## src/rtl/wpot_pkg.sv

```systemverilog
package wpot_pkg;
    localparam int BYTE_W = 8;
    localparam int CNT_W  = 4;

    typedef enum logic [3:0] {
        ST_IDLE,
        ST_ID,
        ST_ID_ACK,
        ST_REG,
        ST_REG_ACK,
        ST_DAT,
        ST_DAT_ACK,
        ST_TX,
        ST_MACK,
        ST_WAIT
    } proto_st_e;

    typedef struct packed {
        proto_st_e         st;
        logic [CNT_W-1:0]  cnt;
        logic [BYTE_W-1:0] sh;
        logic              rd;
        logic              addr_ok;
        logic              mack;
        logic              oe;
        logic [BYTE_W-2:0] wiper;
    } proto_s;
endpackage

```

## src/rtl/wpot_line_cond.sv

```systemverilog
module wpot_line_cond #(
    parameter int SYNC_DEPTH = 2
) (
    input  logic clk,
    input  logic rst_n,
    input  logic scl_i,
    input  logic sda_i,
    output logic scl_rise,
    output logic scl_fall,
    output logic sda_s,
    output logic start_ev,
    output logic stop_ev
);
    localparam int PIPE_W = SYNC_DEPTH + 1;

    logic [PIPE_W-1:0] scl_pipe_q, scl_pipe_d;
    logic [PIPE_W-1:0] sda_pipe_q, sda_pipe_d;

    always_comb begin
        scl_pipe_d = {scl_pipe_q[PIPE_W-2:0], scl_i};
        sda_pipe_d = {sda_pipe_q[PIPE_W-2:0], sda_i};
    end

    always_ff @(posedge clk or negedge rst_n) begin
        if (!rst_n) begin
            scl_pipe_q <= '1;
            sda_pipe_q <= '1;
        end else begin
            scl_pipe_q <= scl_pipe_d;
            sda_pipe_q <= sda_pipe_d;
        end
    end

    logic scl_now, scl_prev, sda_now, sda_prev;
    assign scl_now  = scl_pipe_q[PIPE_W-2];
    assign scl_prev = scl_pipe_q[PIPE_W-1];
    assign sda_now  = sda_pipe_q[PIPE_W-2];
    assign sda_prev = sda_pipe_q[PIPE_W-1];

    assign scl_rise = scl_now & ~scl_prev;
    assign scl_fall = ~scl_now & scl_prev;
    assign sda_s    = sda_now;
    assign start_ev = scl_now & scl_prev & sda_prev & ~sda_now;
    assign stop_ev  = scl_now & scl_prev & ~sda_prev & sda_now;
endmodule

```

## src/rtl/wpot_pwrup_gate.sv

```systemverilog
module wpot_pwrup_gate #(
    parameter int PWRUP_CYCLES = 64
) (
    input  logic clk,
    input  logic rst_n,
    input  logic start_i,
    output logic start_o
);
    localparam int CW = $clog2(PWRUP_CYCLES + 1);

    logic [CW-1:0] cnt_q, cnt_d;
    logic          ready_q, ready_d;

    always_comb begin
        cnt_d   = cnt_q;
        ready_d = ready_q;
        if (!ready_q) begin
            if (cnt_q == CW'(PWRUP_CYCLES - 1)) ready_d = 1'b1;
            else                                cnt_d   = cnt_q + 1'b1;
        end
    end

    always_ff @(posedge clk or negedge rst_n) begin
        if (!rst_n) begin
            cnt_q   <= '0;
            ready_q <= 1'b0;
        end else begin
            cnt_q   <= cnt_d;
            ready_q <= ready_d;
        end
    end

    assign start_o = start_i & ready_q;

    assert_ready_sticky_R2: assert property (@(posedge clk) disable iff (!rst_n)
        ready_q |=> ready_q);
endmodule

```

## src/rtl/wpot_proto.sv

```systemverilog
module wpot_proto
    import wpot_pkg::*;
#(
    parameter logic [6:0] ID_CODE   = 7'h2E,
    parameter logic [6:0] WIPER_RST = 7'h40
) (
    input  logic       clk,
    input  logic       rst_n,
    input  logic       scl_rise,
    input  logic       scl_fall,
    input  logic       sda_s,
    input  logic       start_ev,
    input  logic       stop_ev,
    output logic       sda_oe,
    output logic [6:0] wiper
);
    localparam logic [CNT_W-1:0] LAST_BIT = CNT_W'(BYTE_W);

    proto_s q, d;
    logic [BYTE_W-1:0] tx_next;

    always_comb begin
        d       = q;
        tx_next = '0;
        if (stop_ev) begin
            d.st      = ST_IDLE;
            d.oe      = 1'b0;
            d.addr_ok = 1'b0;
            d.cnt     = '0;
        end else if (start_ev) begin
            d.st  = ST_ID;
            d.oe  = 1'b0;
            d.cnt = '0;
        end else begin
            case (q.st)
                ST_ID, ST_REG, ST_DAT: begin
                    if (scl_rise && q.cnt < LAST_BIT) begin
                        d.sh  = {q.sh[BYTE_W-2:0], sda_s};
                        d.cnt = q.cnt + 1'b1;
                    end else if (scl_fall && q.cnt == LAST_BIT) begin
                        d.cnt = '0;
                        d.st  = ST_WAIT;
                        d.oe  = 1'b0;
                        if (q.st == ST_ID) begin
                            if (q.sh[BYTE_W-1:1] == ID_CODE && (!q.sh[0] || q.addr_ok)) begin
                                d.st = ST_ID_ACK;
                                d.oe = 1'b1;
                                d.rd = q.sh[0];
                            end
                        end else if (q.st == ST_REG) begin
                            if (q.sh == '0) begin
                                d.st      = ST_REG_ACK;
                                d.oe      = 1'b1;
                                d.addr_ok = 1'b1;
                            end else begin
                                d.addr_ok = 1'b0;
                            end
                        end else begin
                            d.wiper = q.sh[BYTE_W-2:0];
                            d.st    = ST_DAT_ACK;
                            d.oe    = 1'b1;
                        end
                    end
                end
                ST_ID_ACK: begin
                    if (scl_fall) begin
                        d.oe  = 1'b0;
                        d.cnt = '0;
                        if (q.rd) begin
                            tx_next = {1'b0, q.wiper};
                            d.sh    = tx_next;
                            d.oe    = ~tx_next[BYTE_W-1];
                            d.cnt   = CNT_W'(1);
                            d.st    = ST_TX;
                        end else begin
                            d.st = ST_REG;
                        end
                    end
                end
                ST_REG_ACK: begin
                    if (scl_fall) begin
                        d.oe  = 1'b0;
                        d.cnt = '0;
                        d.st  = ST_DAT;
                    end
                end
                ST_DAT_ACK: begin
                    if (scl_fall) begin
                        d.oe = 1'b0;
                        d.st = ST_WAIT;
                    end
                end
                ST_TX: begin
                    if (scl_fall) begin
                        if (q.cnt == LAST_BIT) begin
                            d.oe   = 1'b0;
                            d.cnt  = '0;
                            d.mack = 1'b0;
                            d.st   = ST_MACK;
                        end else begin
                            tx_next = {q.sh[BYTE_W-2:0], 1'b0};
                            d.sh    = tx_next;
                            d.oe    = ~tx_next[BYTE_W-1];
                            d.cnt   = q.cnt + 1'b1;
                        end
                    end
                end
                ST_MACK: begin
                    if (scl_rise) begin
                        d.mack = ~sda_s;
                    end else if (scl_fall) begin
                        if (q.mack) begin
                            tx_next = {1'b0, q.wiper};
                            d.sh    = tx_next;
                            d.oe    = ~tx_next[BYTE_W-1];
                            d.cnt   = CNT_W'(1);
                            d.st    = ST_TX;
                        end else begin
                            d.st = ST_WAIT;
                        end
                    end
                end
                default: ;
            endcase
        end
    end

    always_ff @(posedge clk or negedge rst_n) begin
        if (!rst_n) begin
            q         <= '0;
            q.st      <= ST_IDLE;
            q.wiper   <= WIPER_RST;
        end else begin
            q <= d;
        end
    end

    assign sda_oe = q.oe;
    assign wiper  = q.wiper;

    assert_oe_after_fall_R11: assert property (@(posedge clk) disable iff (!rst_n)
        !$stable(q.oe) |-> $past(scl_fall || start_ev || stop_ev));

    assert_wiper_hold_R5: assert property (@(posedge clk) disable iff (!rst_n)
        !$stable(q.wiper) |-> $past(q.st == ST_DAT && scl_fall));

    assert_oe_states_R7: assert property (@(posedge clk) disable iff (!rst_n)
        q.oe |-> (q.st == ST_ID_ACK || q.st == ST_REG_ACK ||
                  q.st == ST_DAT_ACK || q.st == ST_TX));

    assert_mack_release_R8: assert property (@(posedge clk) disable iff (!rst_n)
        (q.st == ST_MACK) |-> !q.oe);
endmodule

```

## src/rtl/wpot_i2c_slave.sv

```systemverilog
module wpot_i2c_slave #(
    parameter logic [6:0] ID_CODE      = 7'h2E,
    parameter logic [6:0] WIPER_RST    = 7'h40,
    parameter int         PWRUP_CYCLES = 64,
    parameter int         SYNC_DEPTH   = 2
) (
    input  logic       clk,
    input  logic       rst_n,
    input  logic       scl_i,
    input  logic       sda_i,
    output logic       sda_oe_o,
    output logic [6:0] wiper_o
);
    logic scl_rise, scl_fall, sda_s, start_raw, start_ok, stop_ev;

    wpot_line_cond #(.SYNC_DEPTH(SYNC_DEPTH)) u_line (
        .clk(clk), .rst_n(rst_n), .scl_i(scl_i), .sda_i(sda_i),
        .scl_rise(scl_rise), .scl_fall(scl_fall), .sda_s(sda_s),
        .start_ev(start_raw), .stop_ev(stop_ev)
    );

    wpot_pwrup_gate #(.PWRUP_CYCLES(PWRUP_CYCLES)) u_gate (
        .clk(clk), .rst_n(rst_n), .start_i(start_raw), .start_o(start_ok)
    );

    wpot_proto #(.ID_CODE(ID_CODE), .WIPER_RST(WIPER_RST)) u_proto (
        .clk(clk), .rst_n(rst_n), .scl_rise(scl_rise), .scl_fall(scl_fall),
        .sda_s(sda_s), .start_ev(start_ok), .stop_ev(stop_ev),
        .sda_oe(sda_oe_o), .wiper(wiper_o)
    );
endmodule

```

## config.mk

```make
export PLATFORM = sky130hd
export DESIGN_NAME = wpot_i2c_slave
export DESIGN_NICKNAME = d
export VERILOG_FILES = /design/src/rtl/wpot_pkg.sv /design/src/rtl/wpot_line_cond.sv /design/src/rtl/wpot_pwrup_gate.sv /design/src/rtl/wpot_proto.sv /design/src/rtl/wpot_i2c_slave.sv
export SDC_FILE = /design/constraint.sdc
export NUM_CORES = 1
export LEC_CHECK = 0
export ABC_AREA = 1
export BUFFER_PORTS_ARGS = -buffer_cell sky130_fd_sc_hd__clkbuf_2
export CAP_MARGIN = 25
export CORE_MARGIN = 5
export CORE_UTILIZATION = 55
export DETAILED_ROUTE_END_ITERATION = 12
export PLACE_DENSITY = 0.77
export SYNTH_ARGS = -nofsm -noshare
export SYNTH_HDL_FRONTEND = slang
export SYNTH_SLANG_ARGS = --single-unit
```

## constraint.sdc

```tcl
create_clock -name clk -period 5.92 [get_ports clk]
set_clock_uncertainty 0.2 [all_clocks]
set_input_delay 0.592 -clock clk [delete_from_list [all_inputs] [get_ports clk]]
set_output_delay 0.592 -clock clk [all_outputs]
set_load 0.01 [all_outputs]
```

== Word level (Yosys, flattened, before mapping) ==
Index checks and enable logic that the tools add are counted.

* Logic and storage cells: 153
* Bits in registers: 41
* Output and inout port bits: 8
* Input port bits: 4

* Bitwise logic cells: 20
* Reductions and logical operators: 25
* $lt $le $gt $ge: 1
* Eq/ne operators: 36
* $add $sub $neg: 2
* Multiplexer cells: 57

{| class="wikitable"
|+ Operators by type and width
! cell !! count
|-
| $mux W16 || 4
|-
| $mux W8 || 8
|-
| $mux W4 || 10
|-
| $ne A4 B3 Y1 const B || 8
|-
| $pmux W8 S4 || 1
|-
| $pmux W4 S6 || 1
|-
| $mux W1 || 23
|-
| $pmux W4 S5 || 1
|-
| $ne A2 B1 Y1 const B || 9
|-
| $eq A4 B3 Y1 const B || 4
|-
| $eq A7 B6 Y1 const B || 2
|-
| $mux W7 || 2
|-
| $reduce_and A7 Y1 || 2
|-
| $reduce_bool A7 Y1 || 2
|-
| $mux W12 || 1
|-
| $not A1 Y1 || 12
|-
| $reduce_and A6 Y1 || 2
|-
| $reduce_and A11 Y1 || 1
|-
| $reduce_and A10 Y1 || 1
|-
| $mux W9 || 1
|-
| $reduce_and A9 Y1 || 1
|-
| $and A1 B1 Y1 || 8
|-
| $eq A4 B2 Y1 const B || 2
|-
| $eq A4 B4 Y1 const B || 2
|-
| 23 further kinds || 33
|}

== Longest topological paths before layout ==
Gate-level depths: netlist (run 1).

* Depth in word-level cells: 10
* Mapped depth: 13
* Mapped depth without buffers: 12

== Cells and area by module ==
Synthesis (run 1) repeated with hierarchy kept, for this count alone.

* Cell total of the unflattened synthesis: 382
* Area total of the unflattened synthesis: 2691.3 um2

{| class="wikitable"
|+ Modules (own cells, without submodules)
! module !! times used !! cells an instance !! area an instance (um2) !! sequential area each (um2)
|-
| wpot_proto || 1 || 311 || 2065.7 || 676.9
|-
| wpot_pwrup_gate || 1 || 54 || 426.7 || 200.2
|-
| wpot_line_cond || 1 || 17 || 198.9 || 157.7
|}

== Least setup slack after synthesis (run 1) ==
No wires, ideal clock.

* Path kind: reg-to-reg
* From: register u_proto.q[19] in the netlist's numbering
* To: register, netlist name u_proto.wiper[5]
* Path slack: 4.049 ns
* Arrival: 1.553 ns
* Path buffers: 1
* Setup time: 0.118 ns
* Clock period less this slack: 1.871 ns
* Cell stages (with the launch flop): 11
* Data required time: 5.602 ns
* Cells stage by stage: dfrtp_1 -> inv_1 -> ha_1 -> nand2_1 -> nor2_1 -> nand2_1 -> nor3_2 -> nand2_1 -> buf_4 -> nand2_1 -> o21ai_2

* Longest elaborated chain between the ends: 4
* Elaborated cells between the ends (all ways): 6
* Those cells by class: 1 x order compare; 1 x eq/ne; 1 x bitwise; 3 x reduce/logical

{| class="wikitable"
|+ RTL lines
! what !! line !! source
|-
| from (decl) || wpot_proto.sv:19 || <nowiki>proto_s q, d;</nowiki>
|-
| $lt A4 B4 Y1 || wpot_proto.sv:37 || <nowiki>if (scl_rise && q.cnt < LAST_BIT) begin</nowiki>
|-
| $logic_and A1 B1 Y1 || wpot_proto.sv:37 ||
|-
| $not A1 Y1 (no source line) || - ||
|-
| $reduce_and A7 Y1 (no source line) * || - ||
|}

Mark *: on every way between the ends. The rest lies on a longest branch, timed or not.
A chain may end at the register's enable or synchronous reset.

== Final worst setup path (run 1) ==
* From: register u_proto.q[19] in the netlist's numbering
* To: register, netlist name u_proto.wiper[3]

* Longest elaborated chain between the ends: 4
* Elaborated cells between the ends (all ways): 6
* Those cells by class: 1 x order compare; 1 x eq/ne; 1 x bitwise; 3 x reduce/logical

{| class="wikitable"
|+ RTL lines
! what !! line
|-
| $lt A4 B4 Y1 || wpot_proto.sv:37
|-
| $logic_and A1 B1 Y1 || wpot_proto.sv:37
|-
| $not A1 Y1 (no source line) || -
|-
| $reduce_and A7 Y1 (no source line) * || -
|}

Marks and branches as above.

==> qor.txt, run 1 <==
Run status: finished, final reports clean
Layout cells sized above 1: 0.182
Synth-to-layout area growth: 6.56%
Inserted Diodes: 0
Number of buffer and inverter stages on the critical path: 1
Floorplan core area: 4440 µm²
Global-route wire length before repair: 9850 µm
Vias in the first global route: 2196
Relative contribution of the clock network to total power: 0.144
Time the worst path needs with I/O delays and setup: 2260 ps
Largest cells by area after synthesis: dfrtp_1 (33%), nand2_1 (15%), nand3_1 (8.7%)
Path type of the worst setup path: reg2reg
Total internal power: 0.661 mW
Most common cell after layout, fill and taps aside: nand2_1
Setup TNS: 0 ps
Maximum number of pins on one net before global-route repair: 42
Logic gate share of total power: 0.552
Number of levels the H-tree was split into: 2
Cell type with the largest total area after synthesis: dfrtp_1
Grt total ovfl: 0
Cell with the largest stage delay on the worst path: dfrtp_1
Antenna-violating nets left: 0
Total Power Consumption: 1.30 mW
Routed length per placed instance: 13.0 µm
Count of buffers from port buffering: 11
Area enclosed by the die boundary: 6150 µm²
Detailed Routing Iterations Pass 1: 5
Fill cell total of the finished layout: 393
Num CTS Buffers: 5
Synth async-reset ratio: 1.00
Top library cells by usage in the layout, fill and taps aside: nand2_1 (106), nand3_1 (45), nor2_1 (39)
Number of clock sinks: 41
Synthesized Nets: 364
CP Capture Type: register
Worst vdd rail ir drop: 250 µV
Die Y: 78.4 µm
Max Clock Freq: 0.442 GHz
Leakage: 1.46 nW
Setup repair after global routing missed its margin: false
Worst min-delay path category: reg2reg
CP arrival: 2240 ps
Clock tree from TritonCTS: done
Main flop type after synthesis: dfrtp_1
Clk_lat worst skew: 300 ps
Type of origin of the critical path: register
Detail-routed via count per cell: 5.46
Data required time at the worst endpoint: 5890 ps
IO Pins: 12
Max stage delay on crit path: 420 ps
Avg Cell Area, Syn: 7.21 µm²
Total routing usage reported by global routing: 0.201
Number of setup buffers added after CTS: 0
Hold violation total from the final report: 0
Number of DRC violations after detailed-routing iteration 0: 253
Most frequent cell on the critical path: nand2_1
Final-stage net count: 375
Switching power: 0.637 mW
Area of the mapped netlist: 2570 µm²
Post-synthesis sequential element count: 41
Relative contribution of sequential cells to total power: 0.304
Count of different cell masters after synthesis: 30
Max cap viols: 0
Slew Viols, Final: 0
Site row count: 24
Cell chosen for the clock root: clkbuf_8
Number of buffers on the longest clock path: 2
Final Cycle Share: 0.383
Share of the synthesized area in the top cell type: 0.330
Die outline width: 78.4 µm
Initial core utilization: 0.579
RD Place Congestion: 0.937
Net switching share of the total power: 0.490
WL final: 5480 µm
Number of antenna violations at the first check in global routing: 0
Synthesized instance count: 357
Register area share after synthesis: 0.402
Worst relative slew slack: 0.619
Pwr per Cell Area: 473 nW/µm²
Total DRC errors in the routed layout: 0
Largest driver fanout on the critical path: 14
Cell Chain, Critical Path: inv_1, ha_1, nand2_1, nor2_1, nand2_1, nor3_2, nand2_1, nand2_1, o21ai_2
Clock Pin Slew Worst Setup and Hold Paths: 80 ps
Detail Placement HPWL: 3980 µm
Count of flip-flops with a built-in enable after synthesis: 0
Via count: 2294
Synth warn: 0
Cell family with the largest share of critical-path delay: simple AND/OR/NAND/NOR gates
Setup violation total in the final timing report: 0
Transition at the pin with the smallest max-transition slack: 569 ps
synth_stat cells (3+ instances only):
| master | count |
|---|---|
| nand2_1 | 106 |
| nand3_1 | 45 |
| nor2_1 | 39 |
| dfrtp_1 | 34 |
| inv_1 | 31 |
| o21ai_0 | 12 |
| buf_4 | 9 |
| inv_2 | 9 |
| nor2_2 | 9 |
| nand2_2 | 8 |
| nand4_1 | 8 |
| o21ai_2 | 8 |
| dfstp_2 | 7 |
| nor3_1 | 5 |
| a21oi_1 | 4 |
| xnor2_1 | 4 |
| ha_1 | 3 |
cells by family after synthesis:
kind of cell | Yosys count | synth area share
adder cells (fa/ha/maj) | 3 | 0.0146
buffers and inverters | 50 | 0.0860
XOR/XNOR | 6 | 0.0204
AND/OR/NAND/NOR | 229 | 0.408
AO/OA/AOI/OAI | 28 | 0.0690
flip-flops | 41 | 0.402
metal layers:
metal | GRT usage | wire, µm | vias up | part of all wire
met5 | 0 | 0 | - | 0
li1 | - | - | 1155 | -
met1 | 0.266 | 2590 | 1066 | 0.47
met3 | 0.0423 | 243 | 10 | 0.044
met4 | 0.0979 | 114 | 0 | 0.021
met2 | 0.316 | 2530 | 63 | 0.46
worst reg2reg max path: stages (launching register included):
cell and delay [ps]:
dfrtp_1 420, inv_1 90, ha_1 160, nand2_1 60
nor2_1 140, nand2_1 140, nor3_2 270, nand2_1 390
nand2_1 210, o21ai_2 70
through the flow:
stage	hold slack (ps)	setup WS (ps)	cells	utilization	area, µm²
after global placement	146	3790	411	0.591	2630
final	157	3660	420	0.617	2740
after floorplan	96.4	4050	357	-	2570
after global routing	152	3500	420	0.617	2740
after detailed placement	147	3720	411	0.591	2630
after CTS	148	3680	418	0.611	2710
what timing repair did:
action,in CTS,in global routing
resized for setup,0,0
endpoints found under the hold margin,0,6
hold buffers,0,1
worst paths after layout:
check                                           from                   end  slack, ps  cells past startpoint
worst max register to register         u_proto.q[19]      u_proto.wiper[3]       3660                      9
max in group asynchronous                      rst_n  u_line.sda_pipe_q[2]       4530                      3
worst min register to register  u_line.sda_pipe_q[0]  u_line.sda_pipe_q[1]        160                      0
worst max-delay path                   u_proto.q[19]      u_proto.wiper[3]       3660                      9
min in group asynchronous                      rst_n         u_proto.q[26]        470                      2
worst min-delay path            u_line.sda_pipe_q[0]  u_line.sda_pipe_q[1]        160                      0
power groups by stage:
stage	combinational, mW	sequential (mW)	clock (mW)
floorplan	0.583	0.384	0
global placement	0.706	0.399	0
detailed placement	0.709	0.400	0
CTS	0.712	0.395	0.197
global route	0.829	0.404	0.206
finish	0.717	0.395	0.187
area by class of cell:
class / instances / area (µm²) / share of cell area
multi-input cells: 266 / 1320 / 0.481
inverters: 41 / 154 / 0.0561
repair buffers: 13 / 85.1 / 0.0310
clock buffers: 7 / 86.3 / 0.0315
well taps: 52 / 65.1 / 0.0237
flip-flops and latches: 41 / 1030 / 0.377
state kept, by name (all words and copies together), names as in the netlist:
| name | flops |
|---|---|
| u_proto.q | 19 |
| u_gate.cnt_q | 7 |
| u_proto.wiper | 7 |
| u_line.scl_pipe_q | 3 |
| u_line.sda_pipe_q | 3 |
| u_gate.ready_q | 1 |
| u_proto.sda_oe | 1 |
No activity file was read; power rests on OpenSTA's default activity.
==> run 2: changes to the inputs <==
--- a/config.mk
+++ b/config.mk
@@ -11,7 +11,7 @@
 export CORE_MARGIN = 5
 export CORE_UTILIZATION = 55
 export DETAILED_ROUTE_END_ITERATION = 12
-export PLACE_DENSITY = 0.77
+export PLACE_DENSITY = 0.79
 export SYNTH_ARGS = -nofsm -noshare
 export SYNTH_HDL_FRONTEND = slang
 export SYNTH_SLANG_ARGS = --single-unit
==> constraint.sdc (replaced) <==
create_clock -name clk -period 1.9 [get_ports clk]
set_clock_uncertainty 0.2 [all_clocks]
set_input_delay 0.19 -clock clk [delete_from_list [all_inputs] [get_ports clk]]
set_output_delay 0.19 -clock clk [all_outputs]
set_load 0.01 [all_outputs]
==> run 2 against run 1 <==
- the run now ends with setup timing left
- sequential share of layout area is 6.3 points lower
- combinational power increased to 4.3 times the previous value
- non-clock buffer count is 42 higher
- register-to-register slack worse by 3800 ps
- global-route usage rose by 1.6 points
- cell count rose by 10%
- core utilization is 13 points higher
- routed wire length grew 30%
- clock-buffer cell count unchanged
- first-iteration DRC count down 7.5%
- sequential power rose to 3.2 times the previous value
- via count grew 16%
- highest routed layer unchanged
==> qor.txt, run 2 (same netlist as run 1, synthesis figures left out) <==
Initial core utilization: 0.579
Worst slack on hold paths: 149 ps
Global Route met1 Usage: 0.271
Placed standard-cell area: 2830 µm²
Layout cells sized above 1: 0.371
Number of antenna violations at the first check in global routing: 0
IO Pins: 12
Most common cell after layout, fill and taps aside: nand2_1
Cell chosen for the clock root: clkbuf_8
Count of buffers from port buffering: 11
Post-placement setup slack: -118 ps
Via count: 2657
Site row count: 24
Vias in the first global route: 2453
Registers with the most flip-flops: u_proto.q x19, u_gate.cnt_q x7, u_proto.wiper x7
Final Cycle Share: 1.05
Post-route cell area: 3310 µm²
Synth-to-layout area growth: 28.5%
Detail Placement HPWL: 4400 µm
Type of origin of the critical path: register
Number of clock sinks: 41
Violations in the final reports: setup timing
Setup repair after global routing missed its margin: true
End-of-flow core utilization: 0.744
Multi-input gate area: 1500 µm²
Worst setup slack after layout: -102 ps
Storage cell area: 1040 µm²
Worst vdd rail ir drop: 884 µV
Total placed cells including tap cells: 438
Clock tree from TritonCTS: done
Pwr per Cell Area: 1530 nW/µm²
Final-stage net count: 418
Slew Viols, Final: 0
Total routing usage reported by global routing: 0.218
Total DRC errors in the routed layout: 0
Die outline width: 78.4 µm
Detailed Routing Iterations Pass 1: 5
Clock Pin Slew Worst Setup and Hold Paths: 90 ps
Routing layer with the top usage in global route: met2
Transition at the pin with the smallest max-transition slack: 515 ps
Antenna-violating nets left: 0
Worst min-delay path category: reg2reg
Worst relative slew slack: 0.657
Non-filler instance count after layout: 464
Grt total ovfl: 0
Maximum number of pins on one net before global-route repair: 42
GR met3 Demand/Resource: 0.0389
CP Capture Type: register
FF-to-FF setup slack: -100 ps
Flip-flop count of the largest register, all copies and words added: 19
WL final: 7110 µm
Run status: complete, but fails checks
Largest driver fanout on the critical path: 7
Max Clock Freq: 0.499 GHz
Num CTS Buffers: 5
Routed length per placed instance: 15.3 µm
Setup TNS: -231 ps
Hold violation total from the final report: 0
Path type of the worst setup path: reg2reg
Floorplan core area: 4440 µm²
Area enclosed by the die boundary: 6150 µm²
Number of levels the H-tree was split into: 2
Data required time at the worst endpoint: 1880 ps
Global-route wire length before repair: 10800 µm
Leakage: 1.72 nW
Clk_lat worst skew: 300 ps
Setup violation total in the final timing report: 6
Number of DRC violations after detailed-routing iteration 0: 234
Met2 track demand over resource: 0.375
Fill cell total of the finished layout: 330
Detail-routed via count per cell: 5.73
Max cap viols: 0
Inserted Diodes: 0
Register bank with the most flops: u_proto.q
Top library cells by usage in the layout, fill and taps aside: nand2_1 (96), nand3_1 (36), buf_4 (35)
Die Y: 78.4 µm
Time the worst path needs with I/O delays and setup: 2000 ps
Number of buffers on the longest clock path: 2
CP arrival: 1990 ps
RD Place Congestion: 0.979
Total Power Consumption: 5.06 mW
==> run 2: changes by cell type in the layout (fill, tap and decap cells not counted), moves of 6 or more <==
cell	previous run	this run
buf_4	0	35
nor2_1	39	27
nand2_1	106	96
nand3_1	45	36
nand3_2	1	10
nor2_2	9	15
nor2_4	2	8
==> run 2: final timing paths <==
check / startpoint / endpoint / cells after the start
min in group asynchronous: rst_n / u_proto.q[25] / 3
max in group asynchronous: rst_n / u_line.scl_pipe_q[0] / 3
setup reg to reg: u_proto.q[26] / u_proto.q[11] / 11
hold / removal: u_line.scl_pipe_q[0] / u_line.scl_pipe_q[1] / 0
hold reg to reg: u_line.scl_pipe_q[0] / u_line.scl_pipe_q[1] / 0
setup / recovery: u_proto.q[26] / u_proto.q[11] / 11
==> run 2: power breakdown <==
group          switching [mW]  internal (mW)  total [mW]
combinational            1.94           1.13        3.07
clock                   0.305          0.429       0.734
sequential              0.182           1.07        1.25
total                    2.43           2.63        5.06
==> run 2: critical path, cell delays in order, from the launching register on <==
cell	delay [ps]
dfrtp_2	450
inv_2	100
nor2_2	40
nand2_2	110
nand2_4	70
nor2_4	170
buf_6	140
clkinvlp_4	190
nor2_2	180
nor2_1	80
nand3_1	100
nand2_1	60
==> run 2: per-layer routing <==
metal / share of wire / vias up
met4: 0.042 / 0
met5: 0 / -
li1: - / 1247
met2: 0.50 / 133
met1: 0.40 / 1245
met3: 0.058 / 32
==> run 2: final cells by class <==
type,count,share of cell area
Inverter,41,0.0477
Multi-Input combinational cell,266,0.453
Clock buffer,7,0.0261
Clock inverter,1,0.00908
Tap cell,52,0.0197
Timing Repair Buffer,55,0.128
Timing Repair inverter,1,0.00227
Sequential cell,41,0.314
==> run 2: timing repair <==
action	4_1_cts	5_1_grt
resized for setup	14	51
cloned	0	1
hold buffers	3	0
pin swaps	6	29
endpoints found under the hold margin	36	0
endpoints found under the setup margin	23	28
buffers inserted	2	12
==> run 3: changes to the inputs <==
--- a/config.mk
+++ b/config.mk
@@ -14,4 +14,5 @@
 export PLACE_DENSITY = 0.79
 export SYNTH_ARGS = -nofsm -noshare
 export SYNTH_HDL_FRONTEND = slang
+export SYNTH_HIERARCHICAL = 1
 export SYNTH_SLANG_ARGS = --single-unit
==> run 3 against run 2 <==
- the run still ends with setup timing left
- clock-buffer cell count rose by 1
- worst hold slack improved by 9.4 ps
- via count is 1.5% lower
- critical endpoint is now u_proto/q[17]
- first-iteration DRC count increased by 32%
- worst setup slack improved by 35 ps
- cell area decreased by 2.9%
- synthesized area rose by 4.5%
- combinational power shrank 9.1%
- routed wire length down 5.6%
==> qor.txt, run 3 <==
Hold violation total from the final report: 0
Max Clock Freq: 0.508 GHz
Detailed Routing Iterations Pass 1: 5
Grt total ovfl: 0
Register area share after synthesis: 0.384
Worst R2R Start: u_line/sda_pipe_q[1]
Worst setup slack after layout: -67.8 ps
Number of levels the H-tree was split into: 2
Transition at the pin with the smallest max-transition slack: 513 ps
Synth warn: 6
Via count: 2618
Synth-to-layout area growth: 19.3%
Count of flip-flops with a built-in enable after synthesis: 0
Type of origin of the critical path: register
Violations in the final reports: setup timing
Worst min-delay path category: reg2reg
Total DRC errors in the routed layout: 0
Max cap viols: 0
Synthesized Nets: 389
Global-route wire length before repair: 11700 µm
Number of buffers on the longest clock path: 2
Post-synthesis sequential element count: 41
Most numerous cell in the Yosys netlist: nand2_1
Area of the mapped netlist: 2690 µm²
Setup violation total in the final timing report: 23
Logic gate share of total power: 0.603
Total routing usage reported by global routing: 0.234
Vias in the first global route: 2473
Die outline width: 80.0 µm
Leakage: 1.69 nW
Area enclosed by the die boundary: 6390 µm²
Relative contribution of sequential cells to total power: 0.273
Number of clock sinks: 41
Switching power: 2.31 mW
Routed length per placed instance: 13.7 µm
Fill cell total of the finished layout: 404
Net switching share of the total power: 0.499
Register bank with the most flops: u_proto/q
Pwr per Cell Area: 1440 nW/µm²
Flip-flop count of the largest register, all copies and words added: 19
Critical path launch point: u_line/sda_pipe_q[1]
Worst slack on hold paths: 159 ps
Antenna-violating nets left: 0
Synthesized instance count: 382
Detail-routed via count per cell: 5.34
Cell type with the largest total area after synthesis: dfrtp_1
Time the worst path needs with I/O delays and setup: 1970 ps
Die Y: 80.0 µm
Final-stage net count: 429
Layout cells sized above 1: 0.270
Clock tree from TritonCTS: done
Multi-input gate area: 1510 µm²
Clk_lat worst skew: 280 ps
CP arrival: 1990 ps
Site row count: 25
Maximum number of pins on one net before global-route repair: 42
Synth async-reset ratio: 1.00
Final Cycle Share: 1.04
Top cell types by occurrence after synthesis: nand2_1 (116), nor2_1 (48), inv_1 (42)
Total Power Consumption: 4.63 mW
Placed standard-cell area: 2970 µm²
Registers with the most flip-flops: u_proto/q x19, u_gate/cnt_q x7, u_proto/wiper x7
Initial core utilization: 0.570
Floorplan core area: 4720 µm²
Post-route cell area: 3210 µm²
Run status: complete, but fails checks
Inserted Diodes: 0
Largest cells by area after synthesis: dfrtp_1 (32%), nand2_1 (16%), nand3_1 (7.1%)
Number of antenna violations at the first check in global routing: 0
Data required time at the worst endpoint: 1930 ps
Worst relative slew slack: 0.658
Relative contribution of the clock network to total power: 0.123
CP Capture Type: register
Slew Viols, Final: 0
Count of buffers from port buffering: 11
Storage cell area: 1040 µm²
IO Pins: 12
Share of the synthesized area in the top cell type: 0.316
Largest driver fanout on the critical path: 8
Setup TNS: -816 ps
Clock Pin Slew Worst Setup and Hold Paths: 70 ps
Count of different cell masters after synthesis: 32
Main flop type after synthesis: dfrtp_1
Path type of the worst setup path: reg2reg
WL final: 6720 µm
Cell chosen for the clock root: clkbuf_8
Setup repair after global routing missed its margin: true
Worst vdd rail ir drop: 645 µV
Most common cell after layout, fill and taps aside: nand2_1
Num CTS Buffers: 5
Detail Placement HPWL: 5090 µm
Top library cells by usage in the layout, fill and taps aside: nand2_1 (105), inv_1 (39), nor2_1 (39)
RD Place Congestion: 1.02
Launch point of the worst hold path: u_line/sda_pipe_q[0]
Total internal power: 2.32 mW
Number of DRC violations after detailed-routing iteration 0: 309
Avg Cell Area, Syn: 7.05 µm²
[run 3: changes by cell type in the layout (fill, tap and decap cells not counted), sizes merged, moves of 5 or more]
cell   previous run  this run
nor3              8         3
nor2             50        59
nand3            46        39
nand2           115       127
o21ai            21        32
buf              41        28
inv              40        47
[run 3: final timing paths]
path | cells past startpoint | slack [ps] | end
max in group asynchronous | 3 | 820 | u_proto/q[23]
worst min register to register | 0 | 160 | u_line/sda_pipe_q[1]
worst max register to register | 13 | -70 | u_proto/q[17]
worst max-delay path | 13 | -70 | u_proto/q[17]
min in group asynchronous | 3 | 300 | u_proto/q[20]
worst min-delay path | 0 | 160 | u_line/sda_pipe_q[1]
[run 3: repair_timing]
item,4_1_cts,5_1_grt
pin swaps,9,5
resized for setup,19,32
setup buffers,1,0
setup endpoints to repair,23,26
endpoints found under the hold margin,36,0
hold buffers,3,0
[run 3: cell families after synthesis]
group,synth area share
compound gates,0.0841
xor+xnor,0.00651
fa+ha+maj,0.0139
buf+inv,0.0911
flops,0.384
simple gates,0.420
[run 3: critical path, cell delays in order (launching register included)]
cell     delay (ps)
dfstp_2         540
inv_1            40
nand2_1          50
nor2_1           40
nand2_1          70
inv_2            60
nor2_4          130
buf_6           150
nand2_2          70
nor2_4          140
nand2_4          80
nor2_8          180
nand2_1          80
nand2_1          70
[run 3: final cells by class]
class | count | share of cell area
clock buffers | 8 | 0.0281
inverters | 48 | 0.0588
multi-input cells | 284 | 0.470
flip-flops and latches | 41 | 0.323
well taps | 67 | 0.0261
repair buffers | 42 | 0.0931
[run 3: routing by layer]
metal	GRT usage	vias to the layer above	routed length (µm)
met5	0	-	0
met4	0.0811	0	178
met3	0.0372	19	409
met2	0.373	96	3150
met1	0.324	1209	2980
li1	-	1294	-
[run 3: power by group through the flow]
stage,clock network [mW],logic [mW],registers (mW)
floorplan,0,1.88,1.22
global placement,0,2.52,1.25
detailed placement,0,2.54,1.26
CTS,0.588,2.62,1.25
global route,0.635,3.10,1.29
finish,0.571,2.79,1.27
[run 3: per-stage QoR]
| stage | util | std cells | setup slack, ps |
|---|---|---|---|
| final | 0.680 | 490 | -67.8 |
| after global routing | 0.680 | 490 | -186 |
| after floorplan | - | 382 | 18.9 |
| after detailed placement | 0.629 | 478 | -153 |
| after CTS | 0.665 | 490 | -28.9 |
| after global placement | 0.629 | 478 | -106 |
